<file path="src/rtl/adcs_pkg.sv">
package adcs_pkg;

   typedef enum logic [1:0] {
      ST_ARMED = 2'd0,
      ST_FRAME = 2'd1,
      ST_CONV  = 2'd2
   } adcs_state_e;

   // position of the two-bit length code inside the control word
   localparam int LEN_LSB  = 2;
   // position of the channel address inside the control word
   localparam int ADDR_LSB = 4;
   localparam int ADDR_W   = 4;

   // number of shift clocks in a frame for a given length code
   function automatic int frame_len(input logic [1:0] code);
      case (code)
         2'b01:   return 8;
         2'b11:   return 16;
         default: return 12;
      endcase
   endfunction

endpackage

</file>
<file path="src/rtl/adcs_edge.sv">
module adcs_edge #(
   parameter int   SYNC_STAGES = 2,
   parameter logic RST_VAL     = 1'b0
) (
   input  logic clk,
   input  logic rst_n,
   input  logic din,
   output logic level,
   output logic rise,
   output logic fall
);

   logic prev;

   generate
      if (SYNC_STAGES == 0) begin : g_direct
         assign level = din;
      end else begin : g_sync
         logic [SYNC_STAGES-1:0] chain;
         always_ff @(posedge clk or negedge rst_n) begin
            if (!rst_n) chain <= {SYNC_STAGES{RST_VAL}};
            else if (SYNC_STAGES == 1) chain <= din;
            else chain <= {chain[SYNC_STAGES-2:0], din};
         end
         assign level = chain[SYNC_STAGES-1];
      end
   endgenerate

   always_ff @(posedge clk or negedge rst_n) begin
      if (!rst_n) prev <= RST_VAL;
      else        prev <= level;
   end

   assign rise = level & ~prev;
   assign fall = ~level & prev;

endmodule

</file>
<file path="src/rtl/adcs_shift.sv">
module adcs_shift
   import adcs_pkg::*;
#(
   parameter int CTRL_W    = 8,
   parameter int RES_W     = 12,
   parameter int FRAME_MAX = 16
) (
   input  logic              clk,
   input  logic              rst_n,
   input  logic              load,
   input  logic              active,
   input  logic              io_rise,
   input  logic              io_fall,
   input  logic              sdi,
   input  logic [RES_W-1:0]  res_in,
   output logic              sdo,
   output logic              frame_end,
   output logic [CTRL_W-1:0] ctrl_word
);

   localparam int CNT_W = $clog2(FRAME_MAX + 1);
   localparam int PAD_W = FRAME_MAX - RES_W;

   logic [CTRL_W-1:0]    ctrl_sr;
   logic [CNT_W-1:0]     rcnt;
   logic [CNT_W-1:0]     fcnt;
   logic [FRAME_MAX-1:0] out_sr;
   logic                 take_bit;

   assign take_bit  = active && io_rise && (int'(rcnt) < CTRL_W);
   assign frame_end = active && io_fall &&
                      (int'(fcnt) == frame_len(ctrl_sr[LEN_LSB +: 2]) - 1);

   always_ff @(posedge clk or negedge rst_n) begin
      if (!rst_n) begin
         ctrl_sr <= '0;
         rcnt    <= '0;
         fcnt    <= '0;
         out_sr  <= '0;
      end else if (load) begin
         ctrl_sr <= '0;
         rcnt    <= '0;
         fcnt    <= '0;
         out_sr  <= {res_in, {PAD_W{1'b0}}};
      end else begin
         if (take_bit) begin
            ctrl_sr <= {ctrl_sr[CTRL_W-2:0], sdi};
            rcnt    <= rcnt + 1'b1;
         end
         if (active && io_fall) begin
            out_sr <= {out_sr[FRAME_MAX-2:0], 1'b0};
            fcnt   <= fcnt + 1'b1;
         end
      end
   end

   assign sdo       = out_sr[FRAME_MAX-1];
   assign ctrl_word = ctrl_sr;


   ctrl_hold_chk: assert property (@(posedge clk) disable iff (!rst_n)
      (!load && active && io_rise && int'(rcnt) == CTRL_W) |=> $stable(ctrl_sr));


   sdo_hold_chk: assert property (@(posedge clk) disable iff (!rst_n)
      (!load && !(active && io_fall)) |=> $stable(sdo));

endmodule

</file>
<file path="src/rtl/adcs_sar.sv">
module adcs_sar #(
   parameter int RES_W    = 12,
   parameter int TICK_DIV = 4
) (
   input  logic             clk,
   input  logic             rst_n,
   input  logic             start,
   input  logic             cmp_in,
   output logic [RES_W-1:0] trial,
   output logic             busy,
   output logic             done,
   output logic [RES_W-1:0] result
);

   localparam int IDX_W = (RES_W > 1) ? $clog2(RES_W) : 1;
   localparam int TCK_W = (TICK_DIV > 1) ? $clog2(TICK_DIV) : 1;

   logic [IDX_W-1:0] idx;
   logic [TCK_W-1:0] tcnt;
   logic             tick;
   logic [RES_W-1:0] decided;

   assign tick = busy && (int'(tcnt) == TICK_DIV - 1);

   always_comb begin
      decided      = trial;
      decided[idx] = cmp_in;
   end

   always_ff @(posedge clk or negedge rst_n) begin
      if (!rst_n) begin
         trial  <= '0;
         idx    <= '0;
         tcnt   <= '0;
         busy   <= 1'b0;
         done   <= 1'b0;
         result <= '0;
      end else begin
         done <= 1'b0;
         if (start) begin
            trial          <= '0;
            trial[RES_W-1] <= 1'b1;
            idx            <= IDX_W'(RES_W - 1);
            tcnt           <= '0;
            busy           <= 1'b1;
         end else if (tick) begin
            tcnt <= '0;
            if (idx != '0) begin
               trial            <= decided;
               trial[idx - 1'b1] <= 1'b1;
               idx              <= idx - 1'b1;
            end else begin
               trial  <= decided;
               result <= decided;
               busy   <= 1'b0;
               done   <= 1'b1;
            end
         end else if (busy) begin
            tcnt <= tcnt + 1'b1;
         end
      end
   end


   trial_bit_chk: assert property (@(posedge clk) disable iff (!rst_n)
      busy |-> trial[idx]);


   done_pulse_chk: assert property (@(posedge clk) disable iff (!rst_n)
      done |-> ($past(busy) && !busy));

endmodule

</file>
<file path="src/rtl/adcs_top.sv">
module adcs_top
   import adcs_pkg::*;
#(
   parameter int CTRL_W      = 8,
   parameter int RES_W       = 12,
   parameter int FRAME_MAX   = 16,
   parameter int TICK_DIV    = 4,
   parameter int SYNC_STAGES = 2
) (
   input  logic             clk,
   input  logic             rst_n,
   input  logic             cs_n,
   input  logic             io_clk,
   input  logic             sdi,
   input  logic             cmp_in,
   output logic             sdo,
   output logic             sdo_oe,
   output logic             eoc,
   output logic [RES_W-1:0] dac_code,
   output logic [3:0]       mux_sel
);

   generate
      if (CTRL_W != 8) begin : g_bad_ctrl
         $error("adcs_top: control word must be 8 bits");
      end
      if (RES_W > FRAME_MAX || RES_W < 8) begin : g_bad_res
         $error("adcs_top: result width must lie between 8 and FRAME_MAX");
      end
      if (TICK_DIV < 1) begin : g_bad_tick
         $error("adcs_top: TICK_DIV must be at least 1");
      end
   endgenerate

   adcs_state_e       state;
   logic              cs_lvl, cs_rise, cs_fall;
   logic              io_lvl, io_rise, io_fall;
   logic              cs_low;
   logic              load, sar_start, sar_busy, sar_done;
   logic              frame_end, active;
   logic [CTRL_W-1:0] ctrl_word, ctrl_reg;
   logic [RES_W-1:0]  result;

   adcs_edge #(.SYNC_STAGES(SYNC_STAGES), .RST_VAL(1'b1)) i_cs_edge (
      .clk(clk), .rst_n(rst_n), .din(cs_n),
      .level(cs_lvl), .rise(cs_rise), .fall(cs_fall));

   adcs_edge #(.SYNC_STAGES(SYNC_STAGES), .RST_VAL(1'b0)) i_io_edge (
      .clk(clk), .rst_n(rst_n), .din(io_clk),
      .level(io_lvl), .rise(io_rise), .fall(io_fall));

   assign cs_low    = ~cs_lvl;
   assign active    = (state == ST_FRAME);
   assign load      = (state == ST_ARMED && cs_fall) ||
                      (state == ST_CONV && sar_done && cs_low);
   assign sar_start = active && !cs_rise && frame_end;

   adcs_shift #(.CTRL_W(CTRL_W), .RES_W(RES_W), .FRAME_MAX(FRAME_MAX)) i_shift (
      .clk(clk), .rst_n(rst_n), .load(load), .active(active),
      .io_rise(io_rise), .io_fall(io_fall), .sdi(sdi), .res_in(result),
      .sdo(sdo), .frame_end(frame_end), .ctrl_word(ctrl_word));

   adcs_sar #(.RES_W(RES_W), .TICK_DIV(TICK_DIV)) i_sar (
      .clk(clk), .rst_n(rst_n), .start(sar_start), .cmp_in(cmp_in),
      .trial(dac_code), .busy(sar_busy), .done(sar_done), .result(result));

   always_ff @(posedge clk or negedge rst_n) begin
      if (!rst_n) begin
         state    <= ST_ARMED;
         eoc      <= 1'b1;
         ctrl_reg <= '0;
      end else begin
         case (state)
            ST_ARMED: if (cs_fall) state <= ST_FRAME;
            ST_FRAME: begin
               if (cs_rise) begin
                  state <= ST_ARMED;
               end else if (frame_end) begin
                  state    <= ST_CONV;
                  eoc      <= 1'b0;
                  ctrl_reg <= ctrl_word;
               end
            end
            ST_CONV: begin
               if (sar_done) begin
                  eoc   <= 1'b1;
                  state <= cs_low ? ST_FRAME : ST_ARMED;
               end
            end
            default: state <= ST_ARMED;
         endcase
      end
   end

   assign sdo_oe  = ~cs_n;
   assign mux_sel = ctrl_reg[ADDR_LSB +: ADDR_W];


   eoc_conv_chk: assert property (@(posedge clk) disable iff (!rst_n)
      (state == ST_CONV) |-> !eoc);


   conv_start_chk: assert property (@(posedge clk) disable iff (!rst_n)
      $fell(eoc) |-> $past(frame_end));


   eoc_launch_chk: assert property (@(posedge clk) disable iff (!rst_n)
      ($rose(eoc) && $past(cs_low)) |-> (state == ST_FRAME));


   abort_chk: assert property (@(posedge clk) disable iff (!rst_n)
      (active && cs_rise) |=> (state == ST_ARMED && eoc));


   conv_busy_chk: assert property (@(posedge clk) disable iff (!rst_n)
      (state == ST_CONV && !$past(sar_start)) |-> (sar_busy || sar_done));

endmodule

</file>
<file path="config.mk">
export PLATFORM = sky130hd
export DESIGN_NAME = adcs_top
export DESIGN_NICKNAME = d
export VERILOG_FILES = /design/src/rtl/adcs_pkg.sv /design/src/rtl/adcs_edge.sv /design/src/rtl/adcs_shift.sv /design/src/rtl/adcs_sar.sv /design/src/rtl/adcs_top.sv
export SDC_FILE = /design/constraint.sdc
export NUM_CORES = 1
export LEC_CHECK = 0
export BUFFER_PORTS_ARGS = -buffer_cell sky130_fd_sc_hd__buf_2
export CORE_MARGIN = 10
export CORE_UTILIZATION = 54
export DETAILED_ROUTE_END_ITERATION = 10
export PLACE_DENSITY_LB_ADDON = 0.2
export SLEW_MARGIN = 20
export SYNTH_ARGS = -nofsm -noshare
export SYNTH_HDL_FRONTEND = slang
export SYNTH_SLANG_ARGS = --single-unit
</file>
<file path="constraint.sdc">
create_clock -name clk -period 2.3 [get_ports clk]
set_clock_uncertainty 0.2 [all_clocks]
set_input_delay 0.115 -clock clk [delete_from_list [all_inputs] [get_ports clk]]
set_output_delay 0.115 -clock clk [all_outputs]
set_load 0.1 [all_outputs]
</file>
==> impl_metrics.json <==
{
  "status": "complete, no violations",
  "dr.pass1.iters": 5,
  "irDropWorstVdd_uv": 633.9,
  "postSynth.asyncResetShare": 1.000,
  "setup-tns-final_ns": 0,
  "path_max_fanout": 7,
  "num_antenna_cells": 0,
  "top_regs": "i_sar.result: 12 flops, i_sar.trial: 12 flops, i_shift.out_sr: 12 flops",
  "detailed_place.area_mm2": 0.003789,
  "period_share": 0.9550,
  "finalMaxSlewViolations": 0,
  "die_y_um": 100.9,
  "cts_setup_buffers": 0,
  "p_total_w": 0.002951,
  "fin_hold_ws_ns": 0.1258,
  "wire_per_inst_um": 15.33,
  "arrival_ns": 2.22,
  "die_area_mm2": 0.01018,
  "grt_overflow": 0,
  "setup_viol": 0,
  "required_ns": 2.32,
  "ys_ff_latch": 75,
  "yosysWarnings": 0,
  "most-common-layout-cells": "dfrtp_1, nand2_1, nor2_1",
  "gp_congestion": 0.8532,
  "ys_seq_area_frac": 0.5322,
  "path_cells": "and4bb_1 > nand2_4 > or4_4 > nand2b_4 > inv_4 > mux2_4",
  "hp-class": "in -> async",
  "hpwlAfterDp_mm": 5.066,
  "powerDensity_mw_per_mm2": 728.6,
  "synth_edf_count": 0,
  "slew_headroom": 0.5234,
  "drt_iter0_drc": 127,
  "grt_start_max_net_pins": 50,
  "initial_utilization": 0.5568,
  "syn_area_mm2": 0.003536,
  "synth_cell_types": 42,
  "cts_inserted_buffers": 9,
  "syn_to_final_growth_pct": 14.54,
  "clk_transition_reported_paths_ns": 0.08,
  "crit_family": "simple AND/OR/NAND/NOR gates",
  "nNetsFinal": 399,
  "die_w_um": 100.9,
  "crit_buf_inv": 1,
  "crit_path_end_kind": "register",
  "fin_crit_ns": 2.196,
  "crit_type": "reg -> reg",
  "design_area_mm2": 0.004050,
  "fp.coreArea_mm2": 0.006350,
  "max_freq_mhz": 455.3,
  "via_per_inst": 5.540,
  "leakagePower_nw": 1.984,
  "cts_tree": "built",
  "clk_latency_ns": 0.34,
  "cts-root-buf": "clkbuf_8",
  "vias": 2587,
  "grt_usage": 0.1503,
  "synth_nets": 363,
  "htreeDepth": 3,
  "antenna_found_initial": 0,
  "drive_gt1_frac": 0.1949,
  "grt_pass1_wl_mm": 12.31,
  "fin_util": 0.6378,
  "postRouteAntennaNets": 0,
  "critPathLaunchType": "register",
  "critPathMaxStageDelay_ns": 0.51,
  "wl_mm": 7.158,
  "cts_buffer_depth": 2,
  "synthCells": 349,
  "clock-sinks": 75,
  "worst_pin_slew_ns": 0.7123,
  "num_io_pins": 25,
  "cap_violations": 0,
  "drc": 0,
  "hold_viol": 0,
  "synth_ff_type": "dfrtp_1",
  "io_buffers": 24,
  "rsz0062_at_grt": "no",
  "final_common_cell": "dfrtp_1",
  "slowest_stage": "or4_4",
  "rows": 29,
  "syn_avg_cell_area_um2": 10.13,
  "grt_pass1_vias": 2525
}
-- kinds of logic (layout without fill, tap and decap cells) --
family          count (synthesis)  after routing  share of synthesized area
buf+inv                        28             69                    0.03539
flops                          75             75                     0.5322
compound gates                 69             69                     0.1192
fa+ha+maj                       8              8                    0.02831
mux                            29             29                    0.09271
simple gates                  131            131                     0.1698
xor+xnor                        9              9                    0.02229
-- power breakdown --
part	switching [W]	internal (W)	total (W)
clock	0.000466	0.000615	0.00108
sequential	0.0000814	0.00143	0.00151
combinational	0.000240	0.000117	0.000357
total	0.000787	0.00216	0.00295
-- path summary, 6_finish.rpt --
check                                          start                         to  slack (ns)  cells after the start
max                                         state[1]            i_sar.result[8]        0.10                      6
min                                            rst_n       i_shift.ctrl_word[0]        0.13                      2
max reg2reg                                 state[1]            i_sar.result[8]        0.10                      6
min reg2reg                i_cs_edge.g_sync.chain[0]  i_cs_edge.g_sync.chain[1]        0.16                      0
max in group asynchronous                      rst_n             i_cs_edge.prev        1.13                      3
min in group clk           i_cs_edge.g_sync.chain[0]  i_cs_edge.g_sync.chain[1]        0.16                      0
-- area by class of cell --
| cell class | instances | area [um^2] |
|---|---|---|
| multi-input combinational | 246 | 1534 |
| fill | 500 | 2300 |
| timing repair buffer | 42 | 282.8 |
| tap | 77 | 96.34 |
| clock buffer | 12 | 135.1 |
| sequential | 75 | 1882 |
| clock inverter | 4 | 76.32 |
| inverter | 11 | 43.79 |
-- per-layer routing --
layer | track usage | routed length, um | share of wire
met5 | 0 | 0 | 0
met4 | 0.05466 | 30 | 0.0042
met3 | 0.03772 | 365 | 0.051
met2 | 0.2128 | 3253 | 0.45
met1 | 0.2159 | 3508 | 0.49
-- Yosys cell counts, types with 2 or more instances --
| cell | count | share of area |
|---|---|---|
| buf_6 | 2 | 0.0064 |
| nor2_1 | 35 | 0.037 |
| a22oi_1 | 10 | 0.021 |
| a21oi_1 | 12 | 0.017 |
| dfrtp_1 | 71 | 0.50 |
| xnor2_1 | 5 | 0.012 |
| dfstp_2 | 4 | 0.030 |
| or2_2 | 3 | 0.0053 |
| nor4_1 | 2 | 0.0035 |
| nor3b_1 | 2 | 0.0042 |
| xor2_1 | 4 | 0.0099 |
| nor2b_1 | 4 | 0.0071 |
| nand2b_1 | 4 | 0.0071 |
| nand2_1 | 58 | 0.062 |
| nand4_1 | 2 | 0.0035 |
| mux2_4 | 6 | 0.025 |
| buf_2 | 2 | 0.0028 |
| a211oi_1 | 6 | 0.013 |
| o21ai_0 | 28 | 0.040 |
| mux2_2 | 6 | 0.019 |
| mux2i_1 | 17 | 0.048 |
| inv_1 | 10 | 0.011 |
| o211ai_1 | 2 | 0.0042 |
| a221oi_1 | 2 | 0.0050 |
| nand3_1 | 4 | 0.0057 |
| clkbuf_1 | 13 | 0.014 |
| nand3b_1 | 2 | 0.0042 |
| nor3_1 | 9 | 0.013 |
| ha_1 | 8 | 0.028 |
| a31oi_1 | 4 | 0.0071 |
-- metrics by stage --
step | worst slack (ns) | cells
2_1_floorplan | 0.1430 | 349
6_report | 0.1036 | 467
5_1_grt | 0.02904 | 467
3_3_place_gp | 0.1747 | 446
4_1_cts | 0.1030 | 467
3_5_place_dp | 0.1115 | 446
-- repair_timing --
| action | in CTS | in global routing |
|---|---|---|
| endpoints found under the hold margin | 52 | 0 |
| resized for setup | 0 | 0 |
| hold buffers | 5 | 0 |
Note: power is estimated with default switching activity, not from simulation.
